[config.mk]
export PLATFORM = sky130hd
export DESIGN_NAME = pdma_wait_gen
export DESIGN_NICKNAME = d
export VERILOG_FILES = /design/src/rtl/pdma_wait_pkg.sv /design/src/rtl/pdma_rst_sync.sv /design/src/rtl/pdma_sync_bank.sv /design/src/rtl/pdma_src_sel.sv /design/src/rtl/pdma_abort_latch.sv /design/src/rtl/pdma_stall_fsm.sv /design/src/rtl/pdma_wait_gen.sv
export SDC_FILE = /design/constraint.sdc
export NUM_CORES = 1
export LEC_CHECK = 0
export BUFFER_PORTS_ARGS = -buffer_cell sky130_fd_sc_hd__buf_2
export CAP_MARGIN = 20
export CORE_AREA = 2 2 39 41
export CTS_CLUSTER_DIAMETER = 60
export DETAILED_ROUTE_END_ITERATION = 10
export DIE_AREA = 0 0 41 43
export HOLD_SLACK_MARGIN = 0.02
export PLACE_DENSITY = 0.82
export REMOVE_ABC_BUFFERS = 1
export SLEW_MARGIN = 40
export SYNTH_ARGS = -nofsm -noshare
export SYNTH_HDL_FRONTEND = slang
export SYNTH_HIERARCHICAL = 1
export SYNTH_SLANG_ARGS = --single-unit
[constraint.sdc]
create_clock -name clk_i -period 3.8 [get_ports clk_i]
set_input_delay 0.76 -clock clk_i [delete_from_list [all_inputs] [get_ports clk_i]]
set_output_delay 0.76 -clock clk_i [all_outputs]
set_load 0.05 [all_outputs]
[src/rtl/pdma_wait_pkg.sv]
`timescale 1ns/1ps
package pdma_wait_pkg;

  // Per-access stall sequencer states
  typedef enum logic [1:0] {
    ST_IDLE  = 2'd0,  // no pseudo-DMA cycle in progress
    ST_WAIT  = 2'd1,  // cycle open, request not yet seen
    ST_COUNT = 2'd2,  // request seen, counting wait states
    ST_READY = 2'd3   // wait states done, cycle released
  } stall_st_e;

endpackage

[src/rtl/pdma_rst_sync.sv]
`timescale 1ns/1ps
// Asynchronous assert, synchronous release of the active-low reset.
module pdma_rst_sync (
  input  logic clk_i,
  input  logic rst_ni,
  output logic rst_no
);

  logic [1:0] rel_q;

  always_ff @(posedge clk_i or negedge rst_ni) begin
    if (!rst_ni) begin
      rel_q <= 2'b00;
    end else begin
      rel_q <= {rel_q[0], 1'b1};
    end
  end

  assign rst_no = rel_q[1];

endmodule

[src/rtl/pdma_sync_bank.sv]
`timescale 1ns/1ps
// Bank of multi-stage synchronizers, one chain per input bit.
module pdma_sync_bank #(
  parameter int WIDTH  = 4,
  parameter int STAGES = 2
) (
  input  logic             clk_i,
  input  logic             rst_ni,
  input  logic [WIDTH-1:0] d_i,
  output logic [WIDTH-1:0] q_o
);

  for (genvar b = 0; b < WIDTH; b++) begin : g_bit
    logic [STAGES-1:0] chain_q;

    if (STAGES == 1) begin : g_single
      always_ff @(posedge clk_i or negedge rst_ni) begin
        if (!rst_ni) begin
          chain_q <= '0;
        end else begin
          chain_q <= d_i[b];
        end
      end
    end else begin : g_multi
      always_ff @(posedge clk_i or negedge rst_ni) begin
        if (!rst_ni) begin
          chain_q <= '0;
        end else begin
          chain_q <= {chain_q[STAGES-2:0], d_i[b]};
        end
      end
    end

    assign q_o[b] = chain_q[STAGES-1];
  end

endmodule

[src/rtl/pdma_src_sel.sv]
`timescale 1ns/1ps
// Picks the request and interrupt of the selected controller.
module pdma_src_sel #(
  parameter int NCTL  = 2,
  parameter int SEL_W = 1
) (
  input  logic [SEL_W-1:0] sel_i,
  input  logic [NCTL-1:0]  dreq_i,
  input  logic [NCTL-1:0]  irq_i,
  output logic             dreq_o,
  output logic             irq_o
);

  always_comb begin
    dreq_o = 1'b0;
    irq_o  = 1'b0;
    for (int i = 0; i < NCTL; i++) begin
      if (sel_i == SEL_W'(i)) begin
        dreq_o = dreq_i[i];
        irq_o  = irq_i[i];
      end
    end
  end

endmodule

[src/rtl/pdma_abort_latch.sv]
`timescale 1ns/1ps
// Sticky abort set by the selected interrupt, cleared by the setup strobe.
module pdma_abort_latch (
  input  logic clk_i,
  input  logic rst_ni,
  input  logic irq_i,
  input  logic clr_i,
  output logic abort_q_o,
  output logic abort_any_o
);

  logic abort_q;
  logic abort_d;
  logic abort_en;

  // Interrupt has priority over the clear strobe
  always_comb begin
    abort_en = irq_i | clr_i;
    abort_d  = abort_q;
    if (irq_i) begin
      abort_d = 1'b1;
    end else if (clr_i) begin
      abort_d = 1'b0;
    end
  end

  always_ff @(posedge clk_i or negedge rst_ni) begin
    if (!rst_ni) begin
      abort_q <= 1'b0;
    end else if (abort_en) begin
      abort_q <= abort_d;
    end
  end

  assign abort_q_o   = abort_q;
  // Live interrupt releases in the same cycle, before the flag is set
  assign abort_any_o = abort_q | irq_i;

endmodule

[src/rtl/pdma_stall_fsm.sv]
`timescale 1ns/1ps
// Per-access sequencer: wait for request, then count fixed wait states.
module pdma_stall_fsm
  import pdma_wait_pkg::*;
#(
  parameter int WAIT_STATES = 2
) (
  input  logic clk_i,
  input  logic rst_ni,
  input  logic act_i,
  input  logic req_i,
  output logic release_o,
  output logic idle_o
);

  localparam int                CNT_W    = $clog2(WAIT_STATES + 1) + 1;
  localparam logic [CNT_W-1:0]  CNT_LAST = CNT_W'(WAIT_STATES);
  localparam logic [CNT_W-1:0]  CNT_ONE  = CNT_W'(1);
  localparam stall_st_e         ST_SEEN  = (WAIT_STATES == 0) ? ST_READY : ST_COUNT;

  stall_st_e        st_q, st_d;
  logic [CNT_W-1:0] cnt_q, cnt_d;
  logic             seq_en;

  always_comb begin
    st_d   = st_q;
    cnt_d  = cnt_q;
    seq_en = act_i | (st_q != ST_IDLE);
    unique case (st_q)
      ST_IDLE, ST_WAIT: begin
        if (!act_i) begin
          st_d  = ST_IDLE;
          cnt_d = '0;
        end else if (req_i) begin
          st_d  = ST_SEEN;
          cnt_d = CNT_ONE;
        end else begin
          st_d  = ST_WAIT;
        end
      end
      ST_COUNT: begin
        if (!act_i) begin
          st_d  = ST_IDLE;
          cnt_d = '0;
        end else if (cnt_q == CNT_LAST) begin
          st_d  = ST_READY;
        end else begin
          cnt_d = cnt_q + CNT_ONE;
        end
      end
      ST_READY: begin
        if (!act_i) begin
          st_d  = ST_IDLE;
          cnt_d = '0;
        end
      end
      default: begin
        st_d  = ST_IDLE;
        cnt_d = '0;
      end
    endcase
  end

  always_ff @(posedge clk_i or negedge rst_ni) begin
    if (!rst_ni) begin
      st_q  <= ST_IDLE;
      cnt_q <= '0;
    end else if (seq_en) begin
      st_q  <= st_d;
      cnt_q <= cnt_d;
    end
  end

  assign release_o = (st_q == ST_READY);
  assign idle_o    = (st_q == ST_IDLE);

endmodule

[src/rtl/pdma_wait_gen.sv]
`timescale 1ns/1ps
// Top: pseudo-DMA wait-state generator.
module pdma_wait_gen #(
  parameter int NCTL        = 2,
  parameter int SYNC_STAGES = 2,
  parameter int WAIT_STATES = 2,
  localparam int SEL_W      = (NCTL > 1) ? $clog2(NCTL) : 1
) (
  input  logic             clk_i,
  input  logic             rst_ni,
  input  logic             bus_strobe_i,
  input  logic             port_hit_i,
  input  logic [SEL_W-1:0] ctl_sel_i,
  input  logic [NCTL-1:0]  ctl_dreq_i,
  input  logic [NCTL-1:0]  ctl_irq_i,
  input  logic             setup_wr_i,
  output logic             nrdy_o
);

  logic            rst_n_s;
  logic [NCTL-1:0] dreq_s;
  logic [NCTL-1:0] irq_s;
  logic            dreq_sel_s;
  logic            irq_sel_s;
  logic            cyc_act;
  logic            stall_rel;
  logic            fsm_idle;
  logic            abort_q;
  logic            abort_any;

  assign cyc_act = bus_strobe_i & port_hit_i;

  pdma_rst_sync u_rst_sync (
    .clk_i  (clk_i),
    .rst_ni (rst_ni),
    .rst_no (rst_n_s)
  );

  pdma_sync_bank #(
    .WIDTH  (2 * NCTL),
    .STAGES (SYNC_STAGES)
  ) u_sync (
    .clk_i  (clk_i),
    .rst_ni (rst_n_s),
    .d_i    ({ctl_irq_i, ctl_dreq_i}),
    .q_o    ({irq_s, dreq_s})
  );

  pdma_src_sel #(
    .NCTL  (NCTL),
    .SEL_W (SEL_W)
  ) u_src_sel (
    .sel_i  (ctl_sel_i),
    .dreq_i (dreq_s),
    .irq_i  (irq_s),
    .dreq_o (dreq_sel_s),
    .irq_o  (irq_sel_s)
  );

  pdma_stall_fsm #(
    .WAIT_STATES (WAIT_STATES)
  ) u_fsm (
    .clk_i     (clk_i),
    .rst_ni    (rst_n_s),
    .act_i     (cyc_act),
    .req_i     (dreq_sel_s),
    .release_o (stall_rel),
    .idle_o    (fsm_idle)
  );

  pdma_abort_latch u_abort (
    .clk_i       (clk_i),
    .rst_ni      (rst_n_s),
    .irq_i       (irq_sel_s),
    .clr_i       (setup_wr_i),
    .abort_q_o   (abort_q),
    .abort_any_o (abort_any)
  );

  // Stall only inside an active cycle, until released or aborted
  assign nrdy_o = ~(cyc_act & ~stall_rel & ~abort_any);

endmodule

# Word-level counts from Yosys, hierarchy flattened
# Index checks and enable logic that the tools add are counted.
[word_totals]
regBits = 16
in_bits = 10
word_cells = 49
[op_classes]
add_sub_neg = 1
eq_ne = 8
muxes = 16
n_bitwise = 9
n_reduce_logical = 7
[op_table]
columns = ["op", "count"]
rows = [
  ["3-bit 2-to-1 mux", 5],
  ["2-bit 2-to-1 mux", 5],
  ["3-bit one-hot mux with 3 select lines", 1],
  ["3-bit != test (second input constant)", 2],
  ["2-bit one-hot mux with 3 select lines", 1],
  ["2-bit equality test (second input constant)", 2],
  ["1-bit 2-to-1 mux", 4],
  ["4-bit AND reduction", 1],
  ["2-bit nonzero test", 2],
  ["3-bit by 1-bit adder with 3-bit output (second input constant)", 1],
  ["1-bit AND", 3],
  ["3-bit by 2-bit equality test with 1-bit output (second input constant)", 1],
  ["3-bit by 2-bit != test with 1-bit output (second input constant)", 1],
  ["1-bit NOT", 3],
  ["1-bit OR", 3],
  ["3-bit AND reduction", 1],
  ["2-bit by 1-bit equality test with 1-bit output (second input constant)", 1],
  ["2-bit zero test", 1],
  ["2-bit != test (second input constant)", 1],
  ["2-bit AND reduction", 1],
  ["2-bit OR reduction", 1],
]

# Depth between registers and ports, before layout
# Gate-level depths: netlist (run 1).
[logic_depth]
word_depth = 5
mapped_depth = 5
mapped_depth_nobuf = 5

# By module
# Netlist (run 1), hierarchy kept.
[modules_own_cells]
columns = ["module", "instances", "cells_each", "area_each_um2"]
rows = [
  ["pdma_stall_fsm", 1, 35, 339.1],
  ["pdma_sync_bank", 1, 12, 230.2],
  ["pdma_rst_sync", 1, 3, 53.8],
  ["pdma_abort_latch", 1, 4, 43.8],
  ["pdma_src_sel", 1, 2, 22.5],
  ["pdma_wait_gen", 1, 2, 17.5],
]

# Least setup slack after synthesis (run 1)
# OpenSTA, ideal clock, no wires.
[synth_timing]
kind = "input port to output port"
start = "input port ctl_sel_i"
end = "output port nrdy_o"
arrival_ns = 1.851
required_ns = 3.040
path_slack_ns = 1.189
cell_stages = 3
cell_sequence = "mux2_2 > or2_1 > nand4bb_1"
[synth_between]
elab_chain_len = 5
[synth_rtl]
columns = ["element", "line", "source"]
rows = [
  ["start, declared", "pdma_wait_gen.sv:13", "input logic [SEL_W-1:0] ctl_sel_i,"],
  ["1-bit 2-to-1 mux", "pdma_src_sel.sv:18", "if (sel_i == SEL_W'(i)) begin"],
  ["1-bit OR", "pdma_abort_latch.sv:37", "assign abort_any_o = abort_q | irq_i;"],
  ["net abort_any", "pdma_wait_gen.sv:29", "logic abort_any;"],
  ["1-bit NOT", "pdma_wait_gen.sv:81", "assign nrdy_o = ~(cyc_act & ~stall_rel & ~abort_any);"],
  ["1-bit AND", "pdma_wait_gen.sv:81", ""],
  ["1-bit NOT", "pdma_wait_gen.sv:81", ""],
  ["end, declared", "pdma_wait_gen.sv:17", "output logic nrdy_o"],
]
# The timed path passes the listed nets, and every way through them passes these cells.

# Worst setup path in the final report (run 1)
[layout_timing]
start = "input port ctl_sel_i"
end = "output port nrdy_o"
[layout_between]
elab_chain_len = 5
[layout_rtl]
columns = ["element", "line", "source"]
rows = [
  ["1-bit 2-to-1 mux", "pdma_src_sel.sv:18", ""],
  ["net irq_sel_s", "pdma_wait_gen.sv:24", "logic irq_sel_s;"],
  ["1-bit OR", "pdma_abort_latch.sv:37", ""],
  ["net abort_any", "pdma_wait_gen.sv:29", ""],
  ["1-bit NOT", "pdma_wait_gen.sv:81", ""],
  ["1-bit AND", "pdma_wait_gen.sv:81", ""],
  ["1-bit NOT", "pdma_wait_gen.sv:81", ""],
]
# The timed path passes the listed nets, and every way through them passes these cells.

==> results of run 1 <==
## per-layer routing
metal	vias up	part of all wire [%]	track usage [%]
met2	15	49	21.9
met3	2	7.0	7.85
li1	211	-	-
met5	-	0	0
met1	195	43	19.2
met4	0	1.6	6.00
## cell type report
cell class              instances  area (um^2)  share of cell area (%)
inverters                       4         15.0                    1.97
multi-input cells              33          254                    33.3
well taps                      16         20.0                    2.63
clock buffers                   3         22.5                    2.96
flip-flops and latches         16          400                    52.5
repair buffers                 10         50.0                    6.57
## worst reg2reg max path, stage by stage (launching register included)
cell	delay, ns
dfrtp_1	0.38
mux2_2	0.31
nand3b_4	0.11
a21bo_1	0.24
o211ai_1	0.19
## kinds of logic (layout without fill, tap and decap cells)
kind of cell / Yosys count / in the layout / synth area share (%)
buf+inv: 9 / 17 / 7.43
fa+ha+maj: 2 / 2 / 3.54
flops: 16 / 16 / 56.6
mux: 3 / 3 / 4.60
other cells: 1 / 1 / 0.530
simple gates: 17 / 17 / 16.8
compound gates: 10 / 10 / 10.4
## synth_stat cells (all sizes together), types with 2 or more instances
cell type,instances
inv,4
dfrtp,16
nor2b,2
nand2,3
and2,2
mux2,2
o21ai,3
ha,2
nand2b,2
nand4b,2
buf,4
## state kept, by name, indices dropped and copies added, names as in the netlist
signal and flops:
u_abort/abort_q_o 1, u_fsm/st_q 2, u_sync/g_bit.chain_q 8, u_rst_sync/rel_q 2, u_fsm/cnt_q 3
## how the worst max path moves through the flow
stage,from,to,slack (ns),depth (start not counted)
2_1_floorplan,ctl_sel_i,nrdy_o,1.19,3
3_3_place_gp,ctl_sel_i,nrdy_o,1.26,5
3_5_place_dp,ctl_sel_i,nrdy_o,1.24,5
4_1_cts,ctl_sel_i,nrdy_o,1.23,5
5_1_grt,ctl_sel_i,nrdy_o,1.17,5
6_report,ctl_sel_i,nrdy_o,1.24,5
## power by group
group | total [mW] | switching, mW | internal [mW] | leakage [nW]
clock network | 0.0795 | 0.0428 | 0.0366 | 0.0138
registers | 0.189 | 0.00910 | 0.180 | 0.195
logic | 0.0289 | 0.0145 | 0.0144 | 0.157
## cells in the final DEF (no fill, tap or decap), types with 3 or more instances in the layout
cell type and n:
nand2_1 3, inv_1 4, o21ai_0 3, clkbuf_4 3
dfrtp_1 16, buf_2 10
==> out/summary.txt, run 1 <==
Core area -> 1380 um^2
Slew @ Worst Pin -> 0.541 ns
Global Route Usage Sum -> 15.3%
Number of synthesized flops with an enable pin -> 0
FF-to-FF End -> u_fsm/cnt_q[1]
Type of origin of the critical path -> input pin
Clk root buf -> clkbuf_4
Seq/Total Area, Yosys -> 56.6%
Proportion of layout cells with a drive suffix above 1 -> 25.8%
Netlist cell types -> 27
Syn avg cell area -> 12.2 um^2
Share of the synthesized area in the top cell type -> 56.6%
Largest incremental delay on the critical path -> 0.34 ns
Clock latency on the worst-skew pair -> 0.27 ns
Hold violation total from the final report -> 0
Status -> finished clean
Ports -> 11
Via Count -> 423
TritonCTS buffer count -> 3
CP Cell Sequence -> buf_2, mux2_2, or2_1, nand4bb_1, buf_2
Worst vdd ir -> 0.320 mV
Antenna Cells -> 0
Reg2reg path depth -> 4
Power Dens Cells -> 390 nW/um^2
Layout Cells excl Fill -> 82
DRT Wirelength -> 1010 um
Largest net degree at the start of global routing -> 15
DP HPWL -> 796 um
Cell Area, Placed -> 739 um^2
Die footprint -> 1760 um^2
Final non-filler cell area -> 762 um^2
Initial DRC count -> 6
Synth top area cells -> dfrtp_1 (57%), buf_4 (4.2%), ha_1 (3.5%)
Critical path class -> in -> out
Worst reg2reg startpoint -> u_sync/g_bit[1].chain_q[1]
Final core occ -> 55.1%
Die Y-Extent -> 43 um
Post-Place Cells -> 79
Slew Limit Fails -> 0
Hold WC Path Type -> reg -> async
Max_cap viols -> 0
Clock-pin slew on the worst setup and hold paths -> 0.08 ns
Synthesized instance count -> 58
Final WS setup -> 1.24 ns
PortBufs -> 10
Slew margin rel. -> 63.9%
Buf+Inv Stages, Crit Path -> 2
Min cycle time layout -> 2.56 ns
GPL Wtd Cong -> 0.737
Htree depth -> 1
Unrepaired setup endpoints after global routing -> false
Drt via density -> 5.16
#FFs+latches synth -> 16
Pre-CTS setup slack -> 1.24 ns
Yosys warns -> 6
Wire per inst -> 12.3 um
P&R area growth vs syn -> 7.79%
Min Hold Slack -> 0.211 ns
TritonCTS clock tree -> built
Final worst-path cycle share -> 67.4%
Final setup viols -> 0
Reg-to-reg setup timing slack -> 2.50 ns
GRT Residual Overflow -> 0
Hold_buf cts -> 0
Total power draw -> 0.297 mW
Cell taking the most area after synthesis -> dfrtp_1
Synth async-reset ratio -> 100%
Syn Std Cell Area -> 707 um^2
Clock Tree Buf Depth -> 2
Setup_tns -> 0 ns
Post-CTS sizing -> 0
WP data required -> 3.04 ns
CP most frequent cell -> buf_2
CP max FO -> 2
Initial core utilization -> 51.1%
Arr. time, crit path -> 1.80 ns
Fin nets -> 80
Setup bufs post-CTS -> 0
Crit-path slowest cell -> mux2_2
CP Capture Type -> primary output
Layout fillers -> 115
1st-pass router iterations -> 5
First-pass GRT wire length -> 1700 um
Highest Clock Rate -> 0.390 GHz
Vias in the first global route -> 386
Remaining DRCs -> 0
Synth Flop Type -> dfrtp_1
Rows -> 14
Clock sinks -> 16
Die X -> 41 um
Leakage power -> 0.366 nW
Post-route antenna net violation count -> 0
Initial antenna violation count -> 0
Worst Skew -> 0.0107 ns
CP delay by family, top -> simple AND/OR/NAND/NOR gates
Note: power is estimated with default switching activity, not from simulation.
==> inputs of run 2 (changes only) <==
--- a/config.mk
+++ b/config.mk
@@ -7,12 +7,11 @@
 export LEC_CHECK = 0
 export BUFFER_PORTS_ARGS = -buffer_cell sky130_fd_sc_hd__buf_2
 export CAP_MARGIN = 20
-export CORE_AREA = 2 2 39 41
+export CORE_UTILIZATION = 47
 export CTS_CLUSTER_DIAMETER = 60
 export DETAILED_ROUTE_END_ITERATION = 10
-export DIE_AREA = 0 0 41 43
 export HOLD_SLACK_MARGIN = 0.02
-export PLACE_DENSITY = 0.82
+export PLACE_DENSITY = 0.78
 export REMOVE_ABC_BUFFERS = 1
 export SLEW_MARGIN = 40
 export SYNTH_ARGS = -nofsm -noshare
==> constraint.sdc (replaced) <==
create_clock -name clk_i -period 2.2 [get_ports clk_i]
set_input_delay 0.44 -clock clk_i [delete_from_list [all_inputs] [get_ports clk_i]]
set_output_delay 0.44 -clock clk_i [all_outputs]
set_load 0.05 [all_outputs]
==> out/summary.txt, run 2 (synthesis results as in run 1) <==
Status -> finished clean
Slew Limit Fails -> 0 (unchanged)
Max reg flops -> 8 (unchanged)
Max_cap viols -> 0 (unchanged)
WP data required -> 1.76 ns (-1.28 ns)
Most common cell after layout, fill and taps aside -> dfrtp_1
FF-to-FF End -> u_fsm/cnt_q[0]
Min cycle time layout -> 1.96 ns
Setup bufs post-CTS -> 0 (unchanged)
Reg-to-reg setup timing slack -> 0.93 ns (-1.57 ns)
Layout fillers -> 122 (+6.1%)
Core area -> 1350 um^2 (-2.4%)
Rows -> 13 (-1)
Final worst-path cycle share -> 89.1%
Hold violation total from the final report -> 0 (unchanged)
Global Route Usage Sum -> 16.9% (+1.6 points)
DRT Wirelength -> 1060 um (+5.1%)
Clock-pin slew on the worst setup and hold paths -> 0.09 ns (about the same)
Final core occ -> 57.1% (+2.0 points)
Via Count -> 429 (+1.4%)
Remaining DRCs -> 0 (unchanged)
Largest net degree at the start of global routing -> 15 (unchanged)
1st-pass router iterations -> 2 (-3)
Layout Cells excl Fill -> 82 (unchanged)
Clock Tree Buf Depth -> 2 (unchanged)
Setup_tns -> 0 ns (unchanged)
GPL Wtd Cong -> 0.756 (+2.5%)
Die footprint -> 1660 um^2 (-5.7%)
Leakage power -> 0.370 nW (+1.1%)
Clk root buf -> clkbuf_4
Post-route antenna net violation count -> 0 (unchanged)
Unrepaired setup endpoints after global routing -> false
Fin nets -> 81 (+1.3%)
Ports -> 11 (unchanged)
Antenna Cells -> 0 (unchanged)
GRT Residual Overflow -> 0 (unchanged)
Die Y-Extent -> 40.8 um (-5.2%)
PortBufs -> 10 (unchanged)
Worst Skew -> 0.0122 ns (+0.00156 ns)
Initial core utilization -> 52.4% (+1.3 points)
Initial antenna violation count -> 0 (unchanged)
First-pass GRT wire length -> 1710 um (+0.41%)
Slew margin rel. -> 62.9% (-1.1 points)
Reg with most FFs -> u_sync/g_bit.chain_q
CP Capture Type -> primary output
Biggest regs -> u_sync/g_bit.chain_q (8), u_fsm/cnt_q (3)
Htree depth -> 1 (unchanged)
TritonCTS buffer count -> 3 (unchanged)
Initial DRC count -> 8 (+2)
Proportion of layout cells with a drive suffix above 1 -> 25.4% (-0.38 points)
Drt via density -> 5.23 (+1.4%)
TritonCTS clock tree -> built
Reg2reg path depth -> 4 (unchanged)
Arr. time, crit path -> 1.52 ns (-0.28 ns)
CP max FO -> 2 (unchanged)
Min Hold Slack -> 0.216 ns (+0.00510 ns)
Final setup viols -> 0 (unchanged)
Post-Place Cells -> 78 (-1.3%)
Die X -> 40.8 um (-0.54%)
Slew @ Worst Pin -> 0.557 ns (+0.0161 ns)
Worst reg2reg startpoint -> u_sync/g_bit[0].chain_q[1]
Hold WC Path Type -> reg -> async
Type of origin of the critical path -> flip-flop
Clock latency on the worst-skew pair -> 0.28 ns (about the same)
Clock sinks -> 16 (unchanged)
Worst vdd ir -> 0.552 mV (+72%)
P&R area growth vs syn -> 9.03%
Highest Clock Rate -> 0.510 GHz
DP HPWL -> 776 um (-2.6%)
Critical path class -> reg -> out
Power Dens Cells -> 677 nW/um^2 (+73%)
Most frequent cells in the layout -> dfrtp_1 (16), buf_2 (10), inv_1 (4)
Vias in the first global route -> 414 (+7.3%)
Wire per inst -> 13.0 um (+5.1%)
## run 2: cell types whose count changed in the layout (fill, tap and decap cells not counted), sizes merged
cell         delta
dlygate4sd3     +1
## run 2: how the worst max path moves through the flow
stage                                     startpoint  endpoint  slack, ns  cells past startpoint
after detailed placement                   ctl_sel_i    nrdy_o       0.29                      5
after global routing      u_sync/g_bit[3].chain_q[1]    nrdy_o       0.13                      4
after floorplan                            ctl_sel_i    nrdy_o       0.23                      3
final                     u_sync/g_bit[3].chain_q[1]    nrdy_o       0.24                      4
after CTS                 u_sync/g_bit[3].chain_q[1]    nrdy_o       0.22                      4
after global placement                     ctl_sel_i    nrdy_o       0.30                      5
## run 2: worst max-delay path, cell delays in order (launching register included)
cell and delay, ns:
dfrtp_1 0.38, mux2_2 0.27, or2_1 0.22, nand4bb_1 0.16, buf_2 0.21
## run 2: report_power, final
| group | total [mW] | switching [mW] | internal, mW |
|---|---|---|---|
| registers | 0.327 | 0.0162 | 0.311 |
| clock network | 0.143 | 0.0799 | 0.0633 |
| logic | 0.0514 | 0.0252 | 0.0262 |
## run 2: area by class of cell
class	instances	area, um^2	area share [%]
clock buffers	3	22.5	2.92
inverters	4	15.0	1.95
multi-input cells	33	254	33.0
flip-flops and latches	16	400	51.9
well taps	15	18.8	2.44
repair buffers	11	60.1	7.79
## run 2: routing by layer
metal  share of wire [%]  wire [um]  up-vias  global-route usage [%]
met5                   0          0        -                       0
li1                    -          -      213                       -
met4                   0          0        0                    5.00
met3                 3.5         37        0                    8.15
met2                  49        519       10                    28.1
met1                  48        506      206                    18.9
## run 2: what timing repair did
action | 4_1_cts | 5_1_grt
gates resized for setup | 0 | 0
endpoints found under the hold margin | 2 | 0
hold buffers | 1 | 0
## run 2: through the flow
stage               area [um^2]  worst slack, ns  power, mW
global route                771            0.134      0.549
floorplan                   669            0.229      0.362
detailed placement          738            0.293      0.383
global placement            738            0.297      0.380
CTS                         771            0.222      0.528
finish                      771            0.240      0.522
